===== src/rtl/wbr_pkg.sv =====
package wbr_pkg;
  localparam int unsigned SEL_CNT = 3;

  typedef enum logic [1:0] {
    ST_RELEASED = 2'd0,
    ST_PARKED   = 2'd1,
    ST_REVOKED  = 2'd2,
    ST_REGRANT  = 2'd3
  } arb_state_e;

  function automatic logic grant_of(arb_state_e s);
    return (s == ST_PARKED) || (s == ST_REGRANT);
  endfunction

  function automatic arb_state_e next_granted(logic hit, logic req,
                                              logic in_cyc, logic cyc_end);
    if (hit)                         return ST_REVOKED;
    if (!req && (!in_cyc || cyc_end)) return ST_RELEASED;
    return ST_PARKED;
  endfunction
endpackage


===== src/rtl/wbr_cycle_track.sv =====
module wbr_cycle_track (
  input  logic clk,
  input  logic rst_n,
  input  logic xfer_start,
  input  logic xfer_ack,
  output logic busy,
  output logic in_cycle,
  output logic cycle_end
);
  assign in_cycle  = busy | xfer_start;
  assign cycle_end = in_cycle & xfer_ack;

  always_ff @(posedge clk or negedge rst_n) begin
    if (!rst_n) busy <= 1'b0;
    else        busy <= in_cycle & ~xfer_ack;
  end
endmodule


===== src/rtl/wbr_sel_detect.sv =====
module wbr_sel_detect #(
  parameter int unsigned N = wbr_pkg::SEL_CNT
) (
  input  logic [N-1:0] sel_vec,
  input  logic         in_cycle,
  output logic         periph_hit
);
  assign periph_hit = in_cycle & (|sel_vec);
endmodule


===== src/rtl/wbr_grant_fsm.sv =====
module wbr_grant_fsm
  import wbr_pkg::*;
(
  input  logic       clk,
  input  logic       rst_n,
  input  logic       bus_req,
  input  logic       periph_hit,
  input  logic       busy,
  input  logic       in_cycle,
  input  logic       cycle_end,
  input  logic       xfer_ack,
  output arb_state_e state,
  output logic       grant
);
  arb_state_e state_nx;

  always_comb begin
    state_nx = state;
    unique case (state)
      ST_RELEASED: state_nx = bus_req ? ST_PARKED : ST_RELEASED;
      ST_PARKED,
      ST_REGRANT:  state_nx = next_granted(periph_hit, bus_req, in_cycle, cycle_end);
      ST_REVOKED:
        if (xfer_ack || !busy) state_nx = bus_req ? ST_REGRANT : ST_RELEASED;
      default:     state_nx = ST_RELEASED;
    endcase
  end

  always_ff @(posedge clk or negedge rst_n) begin
    if (!rst_n) state <= ST_RELEASED;
    else        state <= state_nx;
  end

  assign grant = grant_of(state);
endmodule


===== src/rtl/wbr_grant_arb.sv =====
module wbr_grant_arb
  import wbr_pkg::*;
(
  input  logic clk,
  input  logic rst_n,
  input  logic bus_req,
  input  logic sel_chip,
  input  logic sel_strobe,
  input  logic sel_block,
  input  logic xfer_start,
  input  logic xfer_ack,
  output logic bus_grant
);
  localparam int unsigned NSEL = SEL_CNT;

  logic [NSEL-1:0] sel_vec;
  logic            busy, in_cycle, cycle_end, periph_hit;
  arb_state_e      state;

  assign sel_vec = {sel_block, sel_strobe, sel_chip};

  wbr_cycle_track u_track (
    .clk(clk), .rst_n(rst_n), .xfer_start(xfer_start), .xfer_ack(xfer_ack),
    .busy(busy), .in_cycle(in_cycle), .cycle_end(cycle_end)
  );

  wbr_sel_detect #(.N(NSEL)) u_sel (
    .sel_vec(sel_vec), .in_cycle(in_cycle), .periph_hit(periph_hit)
  );

  wbr_grant_fsm u_fsm (
    .clk(clk), .rst_n(rst_n), .bus_req(bus_req), .periph_hit(periph_hit),
    .busy(busy), .in_cycle(in_cycle), .cycle_end(cycle_end),
    .xfer_ack(xfer_ack), .state(state), .grant(bus_grant)
  );
endmodule


===== config.mk =====
export PLATFORM = sky130hd
export DESIGN_NAME = wbr_grant_arb
export DESIGN_NICKNAME = d
export VERILOG_FILES = /design/src/rtl/wbr_pkg.sv /design/src/rtl/wbr_cycle_track.sv /design/src/rtl/wbr_sel_detect.sv /design/src/rtl/wbr_grant_fsm.sv /design/src/rtl/wbr_grant_arb.sv
export SDC_FILE = /design/constraint.sdc
export NUM_CORES = 1
export LEC_CHECK = 0
export BUFFER_PORTS_ARGS = -buffer_cell sky130_fd_sc_hd__buf_2
export CAP_MARGIN = 40
export CORE_AREA = 2 2 39 41
export CTS_BUF_LIST = sky130_fd_sc_hd__clkbuf_2 sky130_fd_sc_hd__clkbuf_4 sky130_fd_sc_hd__clkbuf_8
export DETAILED_ROUTE_END_ITERATION = 8
export DIE_AREA = 0 0 41 43
export GPL_TIMING_DRIVEN = 0
export PLACE_DENSITY = 0.4
export SETUP_SLACK_MARGIN = 0.4
export SLEW_MARGIN = 0
export SYNTH_ARGS = -nofsm -noshare
export SYNTH_HDL_FRONTEND = slang
export SYNTH_HIERARCHICAL = 1
export SYNTH_SLANG_ARGS = --single-unit

===== constraint.sdc =====
create_clock -name clk -period 2.3 [get_ports clk]
set_input_delay 0.115 -clock clk [delete_from_list [all_inputs] [get_ports clk]]
set_output_delay 0.115 -clock clk [all_outputs]
set_load 0.01 [all_outputs]

==> impl_metrics.py <==
metrics = {
    "hold_path": {
        "min_from": "bus_req",
        "worst_hold_path.endpoint": "u_fsm/state[1]$_DFFE_PN0P_",
        "holdPathStages": 2,
        "hold_class": "primary input to flop",
    },
    "pwr": {
        "ir_drop_mv": 0.2058,
        "fin_total_pwr_mw": 0.2031,
        "leakage_nw": 0.1264,
        "power_density_nw_per_um2": 776.7,
    },
    "sta": {
        "skew_ns": 0.001189,
        "finalCritPeriodShare_pct": 53.05,
        "hold_viol_final": 0,
        "whs_ns": 0.1501,
        "tns_ns": 0,
        "rsz0062_at_grt": "no",
        "fmax_mhz": 819.5,
        "maxSlewHeadroom_pct": 81.23,
        "worst_slack_ns": 1.080,
        "fin_crit_ns": 1.220,
        "finalMaxSlewViolations": 0,
        "tightest_slew_ns": 0.2816,
        "finalSetupViolCount": 0,
    },
    "worst_setup_path": {
        "r2r_slack_ns": 1.08,
        "crit_type": "flop to flop",
        "critPathRequiredTime_ns": 2.41,
        "cp.arrival_ns": 1.33,
        "startpoint_type": "flop",
        "rr_worst_depth": 3,
        "path_max_fanout": 4,
        "r2r-start": "u_track/busy$_DFF_PN0_",
        "endpoint_kind": "flop",
        "worstReg2RegEnd": "u_fsm/state[1]$_DFFE_PN0P_",
    },
    "logic_synthesis": {
        "synth_area_leaders": "dfrtp_1, and4bb_1, a221o_1",
        "yosysWarnings": 6,
        "synth_area_sq_um": 161.4,
        "avgSynthCellArea_sq_um": 11.53,
        "synth_nets": 22,
        "ys_seq_elements": 3,
        "ys_types": 12,
        "syn_inst": 14,
        "seq_area_frac_synth_pct": 46.51,
        "yosys.area.top_type": "dfrtp_1",
        "synth_top_cell_area_share_pct": 46.51,
    },
    "die": {
        "fp.dieH_um": 43,
        "start_util_pct": 11.66,
        "chipWidth_um": 41,
        "ios": 9,
        "dieArea_sq_um": 1763,
        "core-area_sq_um": 1384,
        "placementRows": 14,
    },
    "clock_network": {
        "numClockSinks": 3,
        "tritoncts": "built",
        "root_buffer": "clkbuf_4",
        "clk_path_buf_depth": 2,
        "cts_max_level": 1,
        "path_clk_slew_ns": 0.04,
        "cts_buffers": 3,
        "clock_latency_ns": 0.23,
    },
    "route": {
        "wire_per_inst_um": 8.558,
        "drc": 0,
        "via_per_inst": 3.465,
        "firstDrtPassIters": 2,
        "wl_met3_um": 52,
        "wl_met1_um": 181,
        "drtAntennaViolNets": 0,
        "wl_met2_um": 135,
        "top_layer": "met3",
        "routed_wl_um": 368,
        "num_vias": 149,
        "drt_iter0_markers": 1,
    },
    "grt": {
        "grt_pass1_vias": 138,
        "grtUsageTotal_pct": 4.532,
        "grt_pass1_wl_um": 483,
        "grt_max_degree": 7,
        "antenna_found_initial": 0,
        "grt_overflow": 0,
    },
    "finish": {
        "mostFrequentLayoutCell": "buf_2",
        "diodes": 0,
        "multi_input_comb_area_sq_um": 78.83,
        "drive_gt1_share_pct": 48.15,
        "ff_latch_area_sq_um": 75.07,
        "area_delta_synth_final_pct": 62.02,
        "fin_nets": 36,
        "fin_cells": 43,
        "layout_common_cells": "buf_2, clkbuf_4, dfrtp_1",
        "fillers": 156,
    },
    "place": {
        "placedCellCount": 38,
        "gp_congestion": 0.5440,
        "dpl.hpwl_um": 291.7,
        "dp_slack_ns": 1.079,
        "portBuffers": 8,
    },
    "job": {
        "drv_cap": 0,
    },
    "outcome": {
        "status": "complete, no violations",
    },
}
## final cells by class
class,count,area share [%]
multi-input combinational,9,30.14
sequential,3,28.71
timing repair buffer,9,19.14
clock buffer,4,11.48
tap,16,7.655
buffer,1,1.435
inverter,1,1.435
## synth_stat cells
library cell and instances:
a221o_1 1, a221oi_1 1, and2b_1 1, and4bb_1 1
clkbuf_1 1, dfrtp_1 3, inv_1 1, nand3b_1 1
o21a_1 1, o21ba_2 1, o31a_1 1, or2_1 1
## worst max path at each step
stage,endpoint,slack [ns],start
after floorplan,u_fsm/state[1]$_DFFE_PN0P_,1.15,u_track/busy$_DFF_PN0_
after global placement,u_fsm/state[1]$_DFFE_PN0P_,1.08,u_track/busy$_DFF_PN0_
after detailed placement,u_fsm/state[1]$_DFFE_PN0P_,1.08,u_track/busy$_DFF_PN0_
after CTS,u_fsm/state[1]$_DFFE_PN0P_,1.08,u_track/busy$_DFF_PN0_
after global routing,u_fsm/state[1]$_DFFE_PN0P_,1.03,u_track/busy$_DFF_PN0_
final,u_fsm/state[1]$_DFFE_PN0P_,1.08,u_track/busy$_DFF_PN0_
## routing by layer
metal	vias up	track usage, %
li1	79	-
met1	61	6.494
met2	9	4.063
met3	0	1.571
met4	0	6.000
met5	-	0
## critical path, cell delays in order, from the launching register on
cell     delay, ns
dfrtp_1       0.39
or2_1         0.23
o31a_1        0.12
a221o_1       0.36
## through the flow
stage,util (%),cell area [sq um]
3_3_place_gp,16.00,221.5
6_report,18.90,261.5
5_1_grt,18.90,261.5
2_1_floorplan,-,161.4
4_1_cts,18.90,261.5
3_5_place_dp,16.00,221.5
## where the power goes
part           internal [mW]  switching (mW)  leakage [nW]
clock                 0.0767          0.0262        0.0184
combinational         0.0208          0.0125        0.0710
sequential            0.0608         0.00604        0.0369
## repair_timing
action,CTS,global route
hold buffers,1,0
hold endpoints to repair,3,0
resized for setup,0,0
setup buffers,0,0
## sequential cells by signal, summed over array words and instances, names as in the netlist
name / cells
u_fsm/state: 2
u_track/busy: 1
## logic make-up after synthesis
| group | share of synthesized area [%] |
|---|---|
| AO/OA/AOI/OAI | 27.91 |
| AND/OR/NAND/NOR | 20.93 |
| flip-flops | 46.51 |
| buffers and inverters | 4.647 |
Power figures use the tool's default switching activity.
